**src/rtl/pm_evt_pkg.sv**
```systemverilog
package pm_evt_pkg;

  typedef enum logic [1:0] {
    REG_STS = 2'd0,
    REG_EN  = 2'd1,
    REG_CTL = 2'd2,
    REG_TMR = 2'd3
  } pm_reg_e;

  localparam int unsigned BIT_OVF    = 0;
  localparam int unsigned BIT_GLB    = 5;
  localparam int unsigned BIT_PWR    = 8;
  localparam int unsigned BIT_ALM    = 10;
  localparam int unsigned BIT_RESUME = 15;

  localparam int unsigned CTL_GO      = 13;
  localparam int unsigned CTL_TYPE_LO = 10;
  localparam int unsigned CTL_TYPE_W  = 3;

  localparam logic [2:0] SLP_OFF  = 3'd0;
  localparam logic [2:0] SLP_WAKE = 3'd1;

  localparam logic [15:0] EN_MASK = (16'h1 << BIT_OVF) | (16'h1 << BIT_GLB)
                                  | (16'h1 << BIT_PWR) | (16'h1 << BIT_ALM);

endpackage

```
**src/rtl/pm_tick_timer.sv**
```systemverilog
module pm_tick_timer #(
  parameter int unsigned CNT_W     = 32,
  parameter int unsigned OVF_SHIFT = 23
) (
  input  logic             clk,
  input  logic             rst_n,
  input  logic             tick_en,
  input  logic             rearm,
  output logic [CNT_W-1:0] cnt_q,
  output logic             ovf_hit
);

  localparam logic [CNT_W-1:0] STEP = CNT_W'(1) << OVF_SHIFT;

  logic [CNT_W-1:0] pt_q;

  // Next overflow point: count plus one period, rounded down to a period.
  function automatic logic [CNT_W-1:0] next_point(input logic [CNT_W-1:0] c);
    logic [CNT_W-1:0] s;
    s = c + STEP;
    return s & ~(STEP - CNT_W'(1));
  endfunction

  assign ovf_hit = (cnt_q >= pt_q);

  always_ff @(posedge clk) begin
    if (!rst_n) begin
      cnt_q <= '0;
      pt_q  <= STEP;
    end else begin
      if (tick_en) cnt_q <= cnt_q + CNT_W'(1);
      if (rearm)   pt_q  <= next_point(cnt_q);
    end
  end

  AST_REARM_AHEAD: assert property (@(posedge clk) disable iff (!rst_n)
    rearm |=> (pt_q > $past(cnt_q)));

  AST_POINT_ALIGNED: assert property (@(posedge clk) disable iff (!rst_n)
    rearm |=> ((pt_q & (STEP - CNT_W'(1))) == '0));

  AST_CNT_STEP: assert property (@(posedge clk) disable iff (!rst_n)
    !tick_en |=> $stable(cnt_q));

endmodule

```
**src/rtl/pm_status_regs.sv**
```systemverilog
module pm_status_regs
  import pm_evt_pkg::*;
(
  input  logic        clk,
  input  logic        rst_n,
  input  logic        wr_sts,
  input  logic        wr_en,
  input  logic [15:0] wdata,
  input  logic        ovf_hit,
  input  logic        pwrbtn_evt,
  input  logic        resume_set,
  output logic [15:0] sts_q,
  output logic [15:0] en_q,
  output logic        rearm,
  output logic        sci
);

  logic [15:0] clr_vec;
  logic [15:0] set_vec;
  logic        pwr_set;

  assign clr_vec = wr_sts ? wdata : 16'h0;
  assign rearm   = wr_sts & wdata[BIT_OVF] & sts_q[BIT_OVF];
  assign pwr_set = pwrbtn_evt & en_q[BIT_PWR];

  always_comb begin
    set_vec             = '0;
    set_vec[BIT_OVF]    = ovf_hit & ~rearm;
    set_vec[BIT_PWR]    = pwr_set | resume_set;
    set_vec[BIT_RESUME] = resume_set;
  end

  always_ff @(posedge clk) begin
    if (!rst_n) begin
      sts_q <= '0;
      en_q  <= '0;
    end else begin
      sts_q <= (sts_q & ~clr_vec) | set_vec;
      if (wr_en) en_q <= wdata & EN_MASK;
    end
  end

  assign sci = |(sts_q & en_q);

  AST_OVF_SOURCE: assert property (@(posedge clk) disable iff (!rst_n)
    $rose(sts_q[BIT_OVF]) |-> $past(ovf_hit));

  AST_W1C_PWR: assert property (@(posedge clk) disable iff (!rst_n)
    (wr_sts && wdata[BIT_PWR] && !pwrbtn_evt && !resume_set) |=> !sts_q[BIT_PWR]);

  AST_PWR_GATED: assert property (@(posedge clk) disable iff (!rst_n)
    (pwrbtn_evt && !en_q[BIT_PWR] && !resume_set && !sts_q[BIT_PWR]) |=> !sts_q[BIT_PWR]);

  AST_HOLD_ZERO: assert property (@(posedge clk) disable iff (!rst_n)
    (wr_sts && !wdata[BIT_RESUME] && sts_q[BIT_RESUME]) |=> sts_q[BIT_RESUME]);

endmodule

```
**src/rtl/pm_sleep_ctrl.sv**
```systemverilog
module pm_sleep_ctrl
  import pm_evt_pkg::*;
(
  input  logic        clk,
  input  logic        rst_n,
  input  logic        wr_ctl,
  input  logic [15:0] wdata,
  output logic [15:0] ctl_q,
  output logic        resume_set,
  output logic        off_req,
  output logic        rst_req
);

  logic                  go;
  logic [CTL_TYPE_W-1:0] slp_type;

  assign go         = wr_ctl & wdata[CTL_GO];
  assign slp_type   = wdata[CTL_TYPE_LO +: CTL_TYPE_W];
  assign resume_set = go && (slp_type == SLP_WAKE);

  always_ff @(posedge clk) begin
    if (!rst_n) begin
      ctl_q   <= '0;
      off_req <= 1'b0;
      rst_req <= 1'b0;
    end else begin
      if (wr_ctl) ctl_q <= wdata & ~(16'h1 << CTL_GO);
      off_req <= go && (slp_type == SLP_OFF);
      rst_req <= resume_set;
    end
  end

  AST_OFF_CAUSE: assert property (@(posedge clk) disable iff (!rst_n)
    off_req |-> ($past(wr_ctl) && $past(wdata[CTL_GO]) && ($past(wdata[12:10]) == 3'd0)));

  AST_REQ_EXCL: assert property (@(posedge clk) disable iff (!rst_n)
    !(off_req && rst_req));

  AST_IDLE_NO_REQ: assert property (@(posedge clk) disable iff (!rst_n)
    !wr_ctl |=> (!off_req && !rst_req));

endmodule

```
**src/rtl/pm_evt_unit.sv**
```systemverilog
module pm_evt_unit
  import pm_evt_pkg::*;
#(
  parameter int unsigned CNT_W     = 32,
  parameter int unsigned TMR_W     = 24,
  parameter int unsigned OVF_SHIFT = 23,
  localparam int unsigned RD_W     = (TMR_W > 16) ? TMR_W : 16
) (
  input  logic            clk,
  input  logic            rst_n,
  input  logic            tick_en,
  input  logic            pwrbtn_evt,
  input  logic [1:0]      reg_addr,
  input  logic            reg_wr,
  input  logic [15:0]     reg_wdata,
  output logic [RD_W-1:0] reg_rdata,
  output logic            sci,
  output logic            off_req,
  output logic            rst_req
);

  logic [CNT_W-1:0] cnt_q;
  logic             ovf_hit;
  logic             rearm;
  logic [15:0]      sts_q;
  logic [15:0]      en_q;
  logic [15:0]      ctl_q;
  logic             resume_set;
  logic             wr_sts;
  logic             wr_en;
  logic             wr_ctl;

  assign wr_sts = reg_wr && (reg_addr == REG_STS);
  assign wr_en  = reg_wr && (reg_addr == REG_EN);
  assign wr_ctl = reg_wr && (reg_addr == REG_CTL);

  pm_tick_timer #(.CNT_W(CNT_W), .OVF_SHIFT(OVF_SHIFT)) u_timer (
    .clk     (clk),
    .rst_n   (rst_n),
    .tick_en (tick_en),
    .rearm   (rearm),
    .cnt_q   (cnt_q),
    .ovf_hit (ovf_hit)
  );

  pm_status_regs u_status (
    .clk        (clk),
    .rst_n      (rst_n),
    .wr_sts     (wr_sts),
    .wr_en      (wr_en),
    .wdata      (reg_wdata),
    .ovf_hit    (ovf_hit),
    .pwrbtn_evt (pwrbtn_evt),
    .resume_set (resume_set),
    .sts_q      (sts_q),
    .en_q       (en_q),
    .rearm      (rearm),
    .sci        (sci)
  );

  pm_sleep_ctrl u_sleep (
    .clk        (clk),
    .rst_n      (rst_n),
    .wr_ctl     (wr_ctl),
    .wdata      (reg_wdata),
    .ctl_q      (ctl_q),
    .resume_set (resume_set),
    .off_req    (off_req),
    .rst_req    (rst_req)
  );

  always_comb begin
    reg_rdata = '0;
    case (reg_addr)
      REG_STS: reg_rdata[15:0]      = sts_q;
      REG_EN:  reg_rdata[15:0]      = en_q;
      REG_CTL: reg_rdata[15:0]      = ctl_q;
      default: reg_rdata[TMR_W-1:0] = cnt_q[TMR_W-1:0];
    endcase
  end

  AST_RST_STATUS: assert property (@(posedge clk) disable iff (!rst_n)
    rst_req |-> (sts_q[BIT_RESUME] && sts_q[BIT_PWR]));

  AST_SCI_FROM_PEND: assert property (@(posedge clk) disable iff (!rst_n)
    $rose(sci) |-> (sts_q != 16'h0));

endmodule

```
**config.mk**
```make
export PLATFORM = sky130hd
export DESIGN_NAME = pm_evt_unit
export DESIGN_NICKNAME = d
export VERILOG_FILES = /design/src/rtl/pm_evt_pkg.sv /design/src/rtl/pm_tick_timer.sv /design/src/rtl/pm_status_regs.sv /design/src/rtl/pm_sleep_ctrl.sv /design/src/rtl/pm_evt_unit.sv
export SDC_FILE = /design/constraint.sdc
export NUM_CORES = 1
export LEC_CHECK = 0
export ABC_CLOCK_PERIOD_IN_PS = 4500
export CAP_MARGIN = 5
export CORE_MARGIN = 1
export CORE_UTILIZATION = 33
export CTS_CLUSTER_SIZE = 10
export DETAILED_ROUTE_END_ITERATION = 7
export DONT_BUFFER_PORTS = 1
export PLACE_DENSITY = 0.55
export RECOVER_POWER = 25
export REMOVE_ABC_BUFFERS = 1
export SLEW_MARGIN = 20
export SYNTH_ARGS = -nofsm -noshare
export SYNTH_HDL_FRONTEND = slang
export SYNTH_SLANG_ARGS = --single-unit
```
**constraint.sdc**
```tcl
create_clock -name clk -period 4.5 [get_ports clk]
set_clock_uncertainty 0.05 [all_clocks]
set_input_delay 0.9 -clock clk [delete_from_list [all_inputs] [get_ports clk]]
set_output_delay 0.9 -clock clk [all_outputs]
set_load 0.01 [all_outputs]
```
==> results.cfg <==
[min_path]
min-delay-start = u_status.sts_q[2]
worst_hold_path.num_cells = 2
end_point_of_the_most_critical_hold_path = u_status.sts_q[2]
min-delay-path-class = reg -> reg

[worst_setup_path]
worstRegToRegCells = 5
worstReg2RegStart = u_timer.cnt_q[0]
crit_type = in -> out
worstPathArrival_ns = 1.87
cp-start-kind = input pin
timing.critical_path.buf_inv = 0
worst_ep_required_ns = 3.55
cpMaxStageDelayCell = nor2_1
crit_fanout = 29
end_of_the_worst_register_to_register_path = u_timer.cnt_q[24]
setup.reg_to_reg.worst_slack_ns = 2.17
slowest_delay_ns = 0.64
critPathTopFamily = simple AND/OR/NAND/NOR gates
crit_path_capture_type = output port
worstPathCellList = nor2_1 -> a22o_1

[logic_synthesis]
dominant_cells_by_area_after_synthesis = dfxtp_1 (41%), nand2_1 (6.9%), a21oi_1 (6.3%), ha_1 (3.9%), mux2_2 (3.2%)
synth_top_cell_area_share = 0.409
synthesis.instances = 443
yosysUniqueCellTypes = 44
synth_sequential_area_ratio = 0.409
average_cell_area_after_synthesis_um2 = 8.61
syn_area_um2 = 3820
post-synth-top-area-cell = dfxtp_1
synth_edf_count = 0
yosys_register_bits = 78
ys_async_sr_fraction = 0
dominantRegCellSynth = dfxtp_1
synth.yosys.warnings = 0

[sta]
layout_worst_path_cycle_share = 0.627
max_slew.worst_pin.slew_ns = 0.988
maxSlewHeadroom = 0.337
clock.fmax_ghz = 0.354
finalMaxSlewViolations = 0
setup-violations-final = 0
setup_tns_ns = 0
final_hold_vios = 0
layout_min_cycle_time_ns = 2.82
rsz_0062_raised_after_global_routing = false

[finish]
layout.cells.most_common_list = dfxtp_1 (78), nand2_1 (70), a21oi_1 (48)
area_overhead_of_the_layout_relative_to_synthesis_pct = 10.3
num-fill-cells = 1138
multi_input_area_um2 = 2080
antenna_cells_inserted = 0
final_layout_size_suffix_gt1_frac = 0.0778
fin_nets = 467
utilization = 0.382
final-seq-area_um2 = 1560
mostFrequentLayoutCell = dfxtp_1
instances_no_fill = 577

[status]
outcome = finished clean

[clock_network]
clk-insertion-delay-late_ns = 0.33
ctsRootBufferMaster = clkbuf_16
tritoncts_buffer_count = 9
clkSinkCount = 78
post_cts_buffers = 0
hold_buffers = 0
cts.clk_slew.worst_paths_ns = 0.06
h_tree_level_count = 3
clk_path_buf_depth = 2
clock_tree_from_tritoncts = yes
cts_repair_resize_count = 0

[power]
total_power_mw = 1.53
worst_ir_drop_vdd_mv = 0.191
p_per_area_nw_per_um2 = 363
leakagePower_nw = 1.49

[global_routing]
grt.overflow.total = 0
global_route.usage.total = 0.163
grt_first_pass_wirelength_mm = 15.2
grt_pass1_vias = 3045
grt_start_max_net_pins = 35
grt_antenna_before_repair = 0

[detailed_routing]
detail-route-antenna-nets = 0
drc_errors = 0
drc_violation_total_after_the_first_tritonroute_iteration = 140
number_of_vias_after_detailed_routing = 3108
postRouteWirelength_mm = 9.18
drt_pre_antenna_iters = 4
route.detailed.vias_per_inst = 5.39
avgRoutedWirePerCell_um = 15.9

[placement]
placed_cell_count = 561
place.gp.congestion = 0.772
place.port_buffers = 0
dp_hpwl_mm = 6.61

[floorplanning]
num_rows = 38
dieWidth_um = 110
start_util = 0.346
design.core.area_um2 = 11000
die_outline_height_um = 110
design.portCount = 50
die_area_um2 = 12000

[run]
timing.max_cap.violations = 0
flip-flops by register name (all words and copies together) (netlist names):
signal,cells
u_sleep.ctl_q,15
u_sleep.off_req,1
u_sleep.rst_req,1
u_status.en_q,4
u_status.sts_q,16
u_timer.cnt_q,32
u_timer.pt_q,9
metrics by stage:
stage	area (um2)	worst slack, ns	hold WS, ns
global placement	3900	1.68	0.369
floorplan	3710	1.96	0.362
detailed placement	3900	1.63	0.373
CTS	4220	1.63	0.382
global route	4210	1.55	0.395
finish	4210	1.68	0.382
worst max path at each step:
| stage | startpoint | end | cells after the start |
|---|---|---|---|
| after floorplan | reg_addr[1] | reg_rdata[11] | 2 |
| after global placement | reg_addr[1] | reg_rdata[15] | 2 |
| after detailed placement | reg_addr[1] | reg_rdata[14] | 2 |
| after CTS | reg_addr[1] | reg_rdata[14] | 2 |
| after global routing | reg_addr[1] | reg_rdata[14] | 2 |
| final | reg_addr[1] | reg_rdata[4] | 2 |
cells by family after synthesis:
kind of cell,after synthesis,share of synthesized area
compound gates,95,0.149
xor+xnor,16,0.0367
fa+ha+maj,12,0.0393
buf+inv,41,0.0443
flops,78,0.409
mux,24,0.0797
simple gates,177,0.242
power by group:
group          total [mW]  internal (mW)  switching, mW
Clock               0.778          0.490          0.288
Combinational      0.0457         0.0183         0.0274
Sequential          0.705          0.698        0.00680
Total                1.53           1.21          0.323
area by class of cell:
class                           instances  share of cell area
Tap cell                              140              0.0416
Timing Repair Buffer                    2             0.00268
Clock buffer                           10              0.0544
Multi-Input combinational cell        324               0.493
Inverter                               17              0.0152
Sequential cell                        78               0.371
Clock inverter                          6              0.0220
synth_stat cells, types with 5 or more instances:
cell,instances
nor4_1,7
o21ai_0,11
mux2i_1,9
ha_1,12
a22o_1,11
a21oi_1,48
xor2_1,5
mux2_2,11
clkbuf_1,16
nand3_1,15
nor2_1,19
dfxtp_1,78
xnor2_1,11
or3_1,9
inv_1,17
nand4_1,13
or4_1,11
and3_1,12
o31ai_1,8
nand2_1,70
o22ai_1,8
metal layers:
metal | track usage | wire length (um) | share of wire | vias to the layer above
met5 | 0 | 0 | 0 | -
met4 | 0.0514 | 70 | 0.0076 | 0
met3 | 0.0379 | 386 | 0.042 | 6
met2 | 0.251 | 4050 | 0.44 | 52
met1 | 0.224 | 4670 | 0.51 | 1467
li1 | - | - | - | 1583
worst register-to-register path: stages, from the launching register on:
cell	delay, ns
dfxtp_1	0.46
ha_1	0.23
and4_2	0.27
nand4_1	0.47
or4_1	0.64
a21oi_1	0.14
No activity file was read; power rests on OpenSTA's default activity.
